### src/rtl/sertx_pkg.sv
package sertx_pkg;

  typedef enum logic [2:0] {
    ST_IDLE  = 3'd0,
    ST_START = 3'd1,
    ST_DATA  = 3'd2,
    ST_PAR   = 3'd3,
    ST_STOP  = 3'd4
  } tx_state_e;

  typedef struct packed {
    logic [2:0] size;
    logic [1:0] par;
    logic       two_stop;
  } fmt_t;

  localparam logic [2:0] ADDR_DATA  = 3'd0;
  localparam logic [2:0] ADDR_DIVLO = 3'd1;
  localparam logic [2:0] ADDR_DIVHI = 3'd2;
  localparam logic [2:0] ADDR_FMT   = 3'd3;
  localparam logic [2:0] ADDR_CTRL  = 3'd4;

  // Character size code to number of data bits; reserved codes fall back to 8.
  function automatic logic [3:0] size_bits(input logic [2:0] code);
    case (code)
      3'd0:    size_bits = 4'd5;
      3'd1:    size_bits = 4'd6;
      3'd2:    size_bits = 4'd7;
      3'd3:    size_bits = 4'd8;
      3'd7:    size_bits = 4'd9;
      default: size_bits = 4'd8;
    endcase
  endfunction

endpackage

### src/rtl/sertx_baud.sv
module sertx_baud #(
  parameter int DIV_W = 12
) (
  input  logic             clk,
  input  logic             rst,
  input  logic [DIV_W-1:0] div,
  output logic             tick
);

  logic [DIV_W-1:0] cnt_q;
  logic             tick_q;

  always_ff @(posedge clk) begin
    if (rst) begin
      cnt_q  <= '0;
      tick_q <= 1'b0;
    end else begin
      tick_q <= (cnt_q == '0);
      if (cnt_q == '0) cnt_q <= div;
      else             cnt_q <= cnt_q - 1'b1;
    end
  end

  assign tick = tick_q;

  // with a nonzero divisor, two ticks are never adjacent
  a_r6_tick_gap: assert property (@(posedge clk) disable iff (rst)
    (tick_q && ($past(div) != '0)) |=> !tick_q);

endmodule

### src/rtl/sertx_framer.sv
module sertx_framer
  import sertx_pkg::*;
#(
  parameter int OVS = 16,
  parameter int DW  = 9
) (
  input  logic          clk,
  input  logic          rst,
  input  logic          tick,
  input  logic          tx_en,
  input  logic          wr_stb,
  input  logic [DW-1:0] wr_word,
  input  fmt_t          fmt,
  input  logic          clr_done,
  output logic          txd,
  output logic          hold_empty,
  output logic          done
);

  localparam int OVS_W = $clog2(OVS);
  localparam int CNT_W = $clog2(DW + 1);

  tx_state_e        state_q, state_d;
  logic [DW-1:0]    sh_q, sh_d;
  logic [CNT_W-1:0] nbits_q, nbits_d;
  logic [CNT_W-1:0] idx_q, idx_d;
  logic             par_on_q, par_on_d;
  logic             par_bit_q, par_bit_d;
  logic             two_q, two_d;
  logic             stop2_q, stop2_d;
  logic [OVS_W-1:0] ovs_q, ovs_d;
  logic [DW-1:0]    hold_q;
  logic             hold_full_q;
  logic             done_q;
  logic             txd_q, line_d;

  logic             accept, bit_end, frame_end, load;
  logic [CNT_W-1:0] nb_load;
  logic [DW-1:0]    mask, masked;
  logic             par_load;

  assign accept    = wr_stb && tx_en && !hold_full_q;
  assign bit_end   = tick && (ovs_q == OVS_W'(OVS - 1));
  assign frame_end = (state_q == ST_STOP) && bit_end && (!two_q || stop2_q);
  assign load      = hold_full_q && tx_en && ((state_q == ST_IDLE) || frame_end);

  // Format decode for the character about to load
  assign nb_load = CNT_W'(size_bits(fmt.size));

  always_comb begin
    for (int i = 0; i < DW; i++) mask[i] = (i < int'(nb_load));
  end

  assign masked   = hold_q & mask;
  assign par_load = (^masked) ^ fmt.par[0];

  always_comb begin
    state_d   = state_q;
    sh_d      = sh_q;
    nbits_d   = nbits_q;
    idx_d     = idx_q;
    par_on_d  = par_on_q;
    par_bit_d = par_bit_q;
    two_d     = two_q;
    stop2_d   = stop2_q;
    ovs_d     = tick ? ovs_q + 1'b1 : ovs_q;
    case (state_q)
      ST_START: if (bit_end) begin
        state_d = ST_DATA;
        idx_d   = '0;
      end
      ST_DATA: if (bit_end) begin
        sh_d = sh_q >> 1;
        if (idx_q == nbits_q - 1'b1) begin
          state_d = par_on_q ? ST_PAR : ST_STOP;
          stop2_d = 1'b0;
        end else begin
          idx_d = idx_q + 1'b1;
        end
      end
      ST_PAR: if (bit_end) begin
        state_d = ST_STOP;
        stop2_d = 1'b0;
      end
      ST_STOP: if (bit_end) begin
        if (two_q && !stop2_q) stop2_d = 1'b1;
        else                   state_d = ST_IDLE;
      end
      default: ;
    endcase
    if (load) begin
      state_d   = ST_START;
      sh_d      = hold_q;
      nbits_d   = nb_load;
      par_on_d  = fmt.par[1];
      par_bit_d = par_load;
      two_d     = fmt.two_stop;
      stop2_d   = 1'b0;
      ovs_d     = '0;
    end
  end

  always_comb begin
    case (state_d)
      ST_START: line_d = 1'b0;
      ST_DATA:  line_d = sh_d[0];
      ST_PAR:   line_d = par_bit_d;
      default:  line_d = 1'b1;
    endcase
  end

  always_ff @(posedge clk) begin
    if (rst) begin
      state_q   <= ST_IDLE;
      sh_q      <= '0;
      nbits_q   <= '0;
      idx_q     <= '0;
      par_on_q  <= 1'b0;
      par_bit_q <= 1'b0;
      two_q     <= 1'b0;
      stop2_q   <= 1'b0;
      ovs_q     <= '0;
      txd_q     <= 1'b1;
    end else begin
      state_q   <= state_d;
      sh_q      <= sh_d;
      nbits_q   <= nbits_d;
      idx_q     <= idx_d;
      par_on_q  <= par_on_d;
      par_bit_q <= par_bit_d;
      two_q     <= two_d;
      stop2_q   <= stop2_d;
      ovs_q     <= ovs_d;
      txd_q     <= line_d;
    end
  end

  // Holding register and status flags
  always_ff @(posedge clk) begin
    if (rst) begin
      hold_q      <= '0;
      hold_full_q <= 1'b0;
      done_q      <= 1'b0;
    end else begin
      if (accept) begin
        hold_q      <= wr_word;
        hold_full_q <= 1'b1;
      end else if (load) begin
        hold_full_q <= 1'b0;
      end
      if (accept || clr_done)            done_q <= 1'b0;
      else if (frame_end && !hold_full_q) done_q <= 1'b1;
    end
  end

  assign txd        = txd_q;
  assign hold_empty = !hold_full_q;
  assign done       = done_q;

  // the line is high throughout the stop bits
  a_r2_stop_high: assert property (@(posedge clk) disable iff (rst)
    (state_q == ST_STOP) |-> txd_q);

  // complete is only reported while the shifter is idle
  a_r9_done_idle: assert property (@(posedge clk) disable iff (rst)
    done_q |-> (state_q == ST_IDLE));

  // an idle, enabled shifter drains the holding register in one cycle
  a_r7_hold_drains: assert property (@(posedge clk) disable iff (rst)
    (state_q == ST_IDLE && hold_full_q && tx_en) |=> !hold_full_q);

  // a waiting character stays unchanged until it is loaded
  a_r12_hold_kept: assert property (@(posedge clk) disable iff (rst)
    (hold_full_q && !load) |=> (hold_full_q && $stable(hold_q)));

  // a waiting character starts right at the end of the current frame
  a_r8_no_gap: assert property (@(posedge clk) disable iff (rst)
    (frame_end && hold_full_q && tx_en) |=> (state_q == ST_START && !txd_q));

endmodule

### src/rtl/sertx_top.sv
module sertx_top
  import sertx_pkg::*;
#(
  parameter int DIV_W  = 12,
  parameter int DATA_W = 8,
  parameter int OVS    = 16
) (
  input  logic              clk,
  input  logic              rst,
  input  logic              reg_wr,
  input  logic [2:0]        reg_addr,
  input  logic [DATA_W-1:0] reg_wdata,
  input  logic              reg_wbit8,
  output logic              txd,
  output logic              tx_empty,
  output logic              tx_done,
  output logic              irq_empty,
  output logic              irq_done
);

  localparam int HI_W = DIV_W - DATA_W;
  localparam int DW   = DATA_W + 1;

  logic [DIV_W-1:0] div_q;
  fmt_t             fmt_q;
  logic             tx_en_q, ie_empty_q, ie_done_q;
  logic             irq_empty_q, irq_done_q;
  logic             tick, wr_stb, clr_done;
  logic             empty_w, done_w;

  assign wr_stb   = reg_wr && (reg_addr == ADDR_DATA);
  assign clr_done = reg_wr && (reg_addr == ADDR_CTRL) && reg_wdata[3];

  always_ff @(posedge clk) begin
    if (rst) begin
      div_q      <= '0;
      fmt_q      <= '{size: 3'd3, par: 2'b00, two_stop: 1'b0};
      tx_en_q    <= 1'b0;
      ie_empty_q <= 1'b0;
      ie_done_q  <= 1'b0;
    end else if (reg_wr) begin
      case (reg_addr)
        ADDR_DIVLO: div_q[DATA_W-1:0]     <= reg_wdata;
        ADDR_DIVHI: div_q[DIV_W-1:DATA_W] <= reg_wdata[HI_W-1:0];
        ADDR_FMT: begin
          fmt_q.size     <= reg_wdata[2:0];
          fmt_q.par      <= reg_wdata[4:3];
          fmt_q.two_stop <= reg_wdata[5];
        end
        ADDR_CTRL: begin
          tx_en_q    <= reg_wdata[0];
          ie_empty_q <= reg_wdata[1];
          ie_done_q  <= reg_wdata[2];
        end
        default: ;
      endcase
    end
  end

  sertx_baud #(.DIV_W(DIV_W)) u_baud (
    .clk  (clk),
    .rst  (rst),
    .div  (div_q),
    .tick (tick)
  );

  sertx_framer #(.OVS(OVS), .DW(DW)) u_framer (
    .clk        (clk),
    .rst        (rst),
    .tick       (tick),
    .tx_en      (tx_en_q),
    .wr_stb     (wr_stb),
    .wr_word    ({reg_wbit8, reg_wdata}),
    .fmt        (fmt_q),
    .clr_done   (clr_done),
    .txd        (txd),
    .hold_empty (empty_w),
    .done       (done_w)
  );

  always_ff @(posedge clk) begin
    if (rst) begin
      irq_empty_q <= 1'b0;
      irq_done_q  <= 1'b0;
    end else begin
      irq_empty_q <= empty_w && ie_empty_q;
      irq_done_q  <= done_w && ie_done_q;
    end
  end

  assign tx_empty  = empty_w;
  assign tx_done   = done_w;
  assign irq_empty = irq_empty_q;
  assign irq_done  = irq_done_q;

  // an interrupt request needs its enable in the cycle before
  a_r10_irq_done: assert property (@(posedge clk) disable iff (rst)
    irq_done_q |-> $past(ie_done_q && done_w));
  a_r10_irq_empty: assert property (@(posedge clk) disable iff (rst)
    irq_empty_q |-> $past(ie_empty_q && empty_w));

  // while disabled, the holding register cannot fill
  a_r11_off_no_fill: assert property (@(posedge clk) disable iff (rst)
    (!tx_en_q && empty_w) |=> empty_w);

endmodule

### config.mk
export PLATFORM = sky130hd
export DESIGN_NAME = sertx_top
export DESIGN_NICKNAME = d
export VERILOG_FILES = /design/src/rtl/sertx_pkg.sv /design/src/rtl/sertx_baud.sv /design/src/rtl/sertx_framer.sv /design/src/rtl/sertx_top.sv
export SDC_FILE = /design/constraint.sdc
export NUM_CORES = 1
export LEC_CHECK = 0
export BUFFER_PORTS_ARGS = -buffer_cell sky130_fd_sc_hd__buf_4
export CAP_MARGIN = 20
export CORE_UTILIZATION = 60
export DETAILED_ROUTE_END_ITERATION = 7
export GPL_TIMING_DRIVEN = 0
export PLACE_DENSITY = 0.79
export SYNTH_ARGS = -nofsm -noshare
export SYNTH_HDL_FRONTEND = slang
export SYNTH_SLANG_ARGS = --single-unit
### constraint.sdc
create_clock -name clk -period 2.6 [get_ports clk]
set_input_delay 0 -clock clk [delete_from_list [all_inputs] [get_ports clk]]
set_output_delay 0 -clock clk [all_outputs]
set_load 0.05 [all_outputs]
Word-level counts from Yosys, hierarchy flattened

Cells that the tools add are included.
Widths: inputs -> output; s select.

Word-level logic and storage cells: 131
Output and inout bits: 5
Bits in registers: 76

Bitwise logic cells: 2
Mux-type cells: 28
Equality and inequality tests: 23
Order comparisons: 9
Add/subtract/negate cells: 4
Reduce and logical (&&, ||, !) cells: 39

Operator list:

| operator              | count |
|---|---|
| $mux 9                | 3 |
| $mux 3                | 8 |
| $eq 3x2->1 const B    | 7 |
| $lt 3x4->1 const A    | 4 |
| $pmux 4 s4            | 1 |
| $logic_and 1x1->1     | 14 |
| $eq 3x1->1 const B    | 4 |
| $logic_not 12->1      | 1 |
| $mux 12               | 1 |
| $mux 4                | 3 |
| $pmux 3 s4            | 1 |
| $sub 12x1->12 const B | 1 |
| $ne 2x1->1 const B    | 5 |
| $reduce_and 2->1      | 5 |
| $and 9x9->9           | 1 |
| $eq 3x3->1 const B    | 3 |
| $logic_not 3->1       | 3 |
| $reduce_xor 9->1      | 1 |
| $add 4x1->4 const B   | 2 |
| $lt 1x4->1 const A    | 2 |
| $lt 2x4->1 const A    | 2 |
| $mux 1                | 8 |
| $pmux 4 s2            | 1 |
| $reduce_bool 2->1     | 4 |
| 13 further kinds      | 20 |

Logic depth before layout (Yosys ltp)

Word-level depth: 9
Mapped depth: 8
Mapped depth without buffers: 8

By module

From an unflattened synthesis, not the netlist that was laid out.

Cells, all modules: 405
Area, all modules: 3704.8 um^2

Modules (own cells, without submodules):

| module       | cells an instance | times used | seq. area each (um^2) | area each (um^2) |
|---|---|---|---|---|
| sertx_framer | 233               | 1          | 800.8                 | 1988.2 |
| sertx_top    | 95                | 1          | 460.4                 | 989.7 |
| sertx_baud   | 77                | 1          | 260.2                 | 726.9 |

Least setup slack after synthesis

OpenSTA, ideal clock, no wires.

Kind: register to register
Start point: reg u_framer.ovs_q[0]
End point: reg u_framer.txd_q, in the netlist u_framer.txd
Path slack: 0.763 ns
Arrival time: 1.706 ns
Library setup time: 0.130 ns
Path buffers: 1
Stages on the path, launching flop included: 9
Cell sequence: dfxtp_1 > ha_1 > nand4_2 > o21ai_1 > and4_1 > buf_2 > a221oi_1 > and3_1 > o211ai_1

Longest elaborated chain between the ends: 9

RTL lines:

| element                                            | RTL line            | source |
|---|---|---|
| start: declaration                                 | sertx_framer.sv:31  | `logic [OVS_W-1:0] ovs_q, ovs_d;` |
| start signal: assignment                           | sertx_framer.sv:133 | `ovs_q <= ovs_d;` |
| $eq 4x4->1 *                                       | sertx_framer.sv:43  | `assign bit_end = tick && (ovs_q == OVS_W'(OVS - 1));` |
| $logic_and 1x1->1 *                                | sertx_framer.sv:43  |  |
| branches (longest 6 deep; another with $pmux 3 s4) | --                  |  |
| $pmux 1 s3 *                                       | sertx_framer.sv:104 | `case (state_d)` |
| end signal: assignment                             | sertx_framer.sv:134 | `txd_q <= line_d;` |
| end: declaration                                   | sertx_framer.sv:35  | `logic txd_q, line_d;` |

Mark *: on every way between the ends. The select of a mux whose other input is x is not followed.
A chain may end at the register's enable or synchronous reset.

Worst setup path after layout

Start point: reg u_framer.ovs_q[0]
End point: reg u_framer.nbits_q[2]

Longest elaborated chain between the ends: 6

RTL lines:

| element                         | RTL line            | source |
|---|---|---|
| $eq 4x4->1                      | sertx_framer.sv:43  |  |
| $logic_and 1x1->1               | sertx_framer.sv:43  |  |
| $logic_and 1x1->1 (2 in series) | sertx_framer.sv:44  | `assign frame_end = (state_q == ST_STOP) && bit_end && (!two_q \|\| stop2_q);` |
| $logic_or 1x1->1                | sertx_framer.sv:45  | `assign load = hold_full_q && tx_en && ((state_q == ST_IDLE) \|\| frame_end);` |
| $logic_and 1x1->1               | sertx_framer.sv:45  |  |
| end signal: assignment          | sertx_framer.sv:127 | `nbits_q <= nbits_d;` |
| end: declaration                | sertx_framer.sv:25  | `logic [CNT_W-1:0] nbits_q, nbits_d;` |

No other way between the ends.

==> metrics.yaml <==
maxSlewHeadroom_pct: 47.1
finalHoldViolations: 0
cts_tree: "done"
max-clock-path-buffers: 2
place_hpwl_um: 5400
syn_area_sq_mm: 0.00348
synth-main-ff-cell: "dfxtp_1"
coreArea_sq_mm: 0.00554
whs_path_depth: 4
postRouteAntennaNets: 0
netlist_instances: 390
slowest_delay_ns: 0.39
die_w_um: 78.2
reg2reg_depth: 7
nets: 448
numCtsBuffers: 9
place.port_buffers: 18
dpl_worst_slack_ns: 0.442
timing.final.ws_setup_ns: 0.398
worst_hold_slack_ns: 0.0907
die_h_um: 78.2
synth_commonest_cells: "dfxtp_1 (76), nor2_1 (57), nand2_1 (49)"
r2r_end: "u_framer.nbits_q[2]"
post_cts_buffers: 0
synth_top_area_share_pct: 43.7
wl_um: 7710
insertion_delay_ns: 0.35
ys_warn_count: 0
diodes: 0
p_switching_uw: 913
crit_arrival_ns: 2.43
synth_edf_count: 0
p_int_mw: 2.14
seq_power_share_pct: 43.5
synth_sequential_area_ratio_pct: 43.7
die_area_sq_mm: 0.00612
worstPathMaxFanout: 10
worst_pin_slew_ns: 0.794
fillers: 433
period_share_pct: 84.7
cp_slowest_cell: "nand4_1"
area_delta_synth_final_pct: 15.4
status: "finished clean"
crit_path_cell_trace: "ha_1, nand4_2, o21ai_1, nand4_1, clkbuf_1, a21oi_1, nor2_1"
path_class: "flop to flop"
post-synth-top-count-cell: "dfxtp_1"
irDropWorstVdd_mv: 0.547
power_frac_clock_pct: 31.9
grt_first_pass_wirelength_um: 13100
cts-root-buf: "clkbuf_8"
hold_path_startpoint: "reg_addr[1]"
synth_area_leaders: "dfxtp_1 (44%), mux2i_1 (7.8%), nor2_1 (6.1%)"
grt_use_total_pct: 28.2
post_cts_resized: 0
ys_seq_elements: 76
fin_skew_ns: 0.00903
syn_area_per_cell_sq_um: 8.93
cts_htree_levels: 3
reg2reg_from: "u_framer.ovs_q[0]"
end_kind: "flop"
power.density_mw_per_mm2: 760
via_count: 2836
gr-total-overflow: 0
grt_pass1_vias: 2761
drcViolationCount: 0
required_ns: 2.83
grt_max_degree: 13
syn-num-nets: 410
io_pins: 20
instances_no_fill: 505
swShare_pct: 29.9
ys_async_sr_fraction_pct: 0
drv_cap: 0
vias_per_cell: 5.62
tns_ns: 0
setup_viol: 0
core.rowCount: 27
drtIter0Drc: 148
fmax_mhz: 454
synth.distinct_cells: 50
layout-drive-gt1-share_pct: 13.6
clk_pin_slew_worst_paths_ns: 0.08
yosysTopAreaCell: "dfxtp_1"
maxSlewViolCount: 0
dp_cells: 480
regToRegSetupSlack_ns: 0.40
wl_per_cell_um: 15.3
drtPass1Iterations: 4
startpoint_type: "flop"
rsz0062_at_grt: "no"
p_leak_nw: 1.56
p_comb_share_pct: 24.6
start_util_pct: 62.9
hold_class: "primary input to flop"
worstHoldEndpoint: "div_q[6]"
antenna_found_initial: 0
clkSinkCount: 76
place_congestion: 0.805
period_minus_slack_ns: 2.20
-- power by group through the flow --
stage	logic, mW	registers [mW]	clock network [mW]
after global placement	0.704	1.35	0
after CTS	0.750	1.33	0.981
after floorplan	0.596	1.34	0
after detailed placement	0.731	1.36	0
after global routing	0.830	1.34	1.03
final	0.751	1.33	0.975
-- metal layers --
metal	track usage (%)	vias to the layer above	wire length (um)
met2	45.8	46	3710
met3	4.77	12	253
met5	0	-	0
met4	13.1	0	152
li1	-	1425	-
met1	36.7	1353	3600
-- cell families (layout without fill, tap and decap cells) --
logic type	Yosys count	after routing	share of synthesized area, %
xor+xnor	27	27	7.22
mux	27	27	7.76
flops	76	76	43.7
simple gates	163	163	22.6
compound gates	66	66	13.7
fa+ha+maj	5	5	1.80
buf+inv	26	69	3.30
-- cells in the final DEF, fill, tap and decap left out, types with 11 or more instances in the layout --
master,netlist,routed
dfxtp_1,76,76
xnor2_1,18,18
nor3_1,13,13
clkbuf_8,0,13
buf_4,0,18
a21oi_1,23,23
a211oi_2,11,11
clkbuf_1,14,14
mux2i_1,27,27
a211oi_1,11,11
nor2_1,57,57
nand2_1,49,49
-- layout make-up --
cell class                 count  area, sq um  area share, %
tap                           72         90.1           2.24
multi-input combinational    288         1850           46.0
buffer                        19         88.8           2.21
clock inverter                 3         42.5           1.06
sequential                    76         1520           37.8
timing repair buffer          27          225           5.60
clock buffer                  13          179           4.45
inverter                       7         26.3          0.653
-- critical path: cells and delay by family, from the launching register on --
family	cells	cell delay (ns)
buf+inv	1	0.35
simple gates	3	0.69
flops	1	0.38
compound gates	2	0.45
fa+ha+maj	1	0.21
-- registers in the layout (all words and copies together) (netlist names), 3 cells and up --
signal and count:
u_framer.idx_q 4, u_framer.nbits_q 4, u_framer.hold_q 9, div_q 12, fmt_q 6, u_framer.ovs_q 4, u_framer.sh_q 9, u_baud.cnt_q 12
u_framer.state_q 3
-- metrics by stage --
step	cell area, sq um	utilization, %	power, mW
after floorplan	3480	-	1.94
after CTS	4020	72.6	3.06
after detailed placement	3710	67.0	2.09
after global routing	4020	72.6	3.20
after global placement	3710	67.0	2.05
final	4020	72.6	3.06
-- worst max path at each step --
stage,slack (ns),startpoint,to
after floorplan,0.76,u_framer.ovs_q[0],u_framer.txd
after global placement,0.43,u_framer.ovs_q[0],u_framer.nbits_q[1]
after detailed placement,0.44,u_framer.ovs_q[0],u_framer.nbits_q[2]
after CTS,0.41,u_framer.ovs_q[0],u_framer.sh_q[2]
after global routing,0.26,u_framer.ovs_q[0],u_framer.nbits_q[2]
final,0.40,u_framer.ovs_q[0],u_framer.nbits_q[2]
-- repair_timing --
| item | CTS | global route |
|---|---|---|
| hold buffers | 9 | 0 |
| endpoints found under the setup margin | 0 | 0 |
| endpoints found under the hold margin | 30 | 0 |
(Power assumes the default switching activity.)
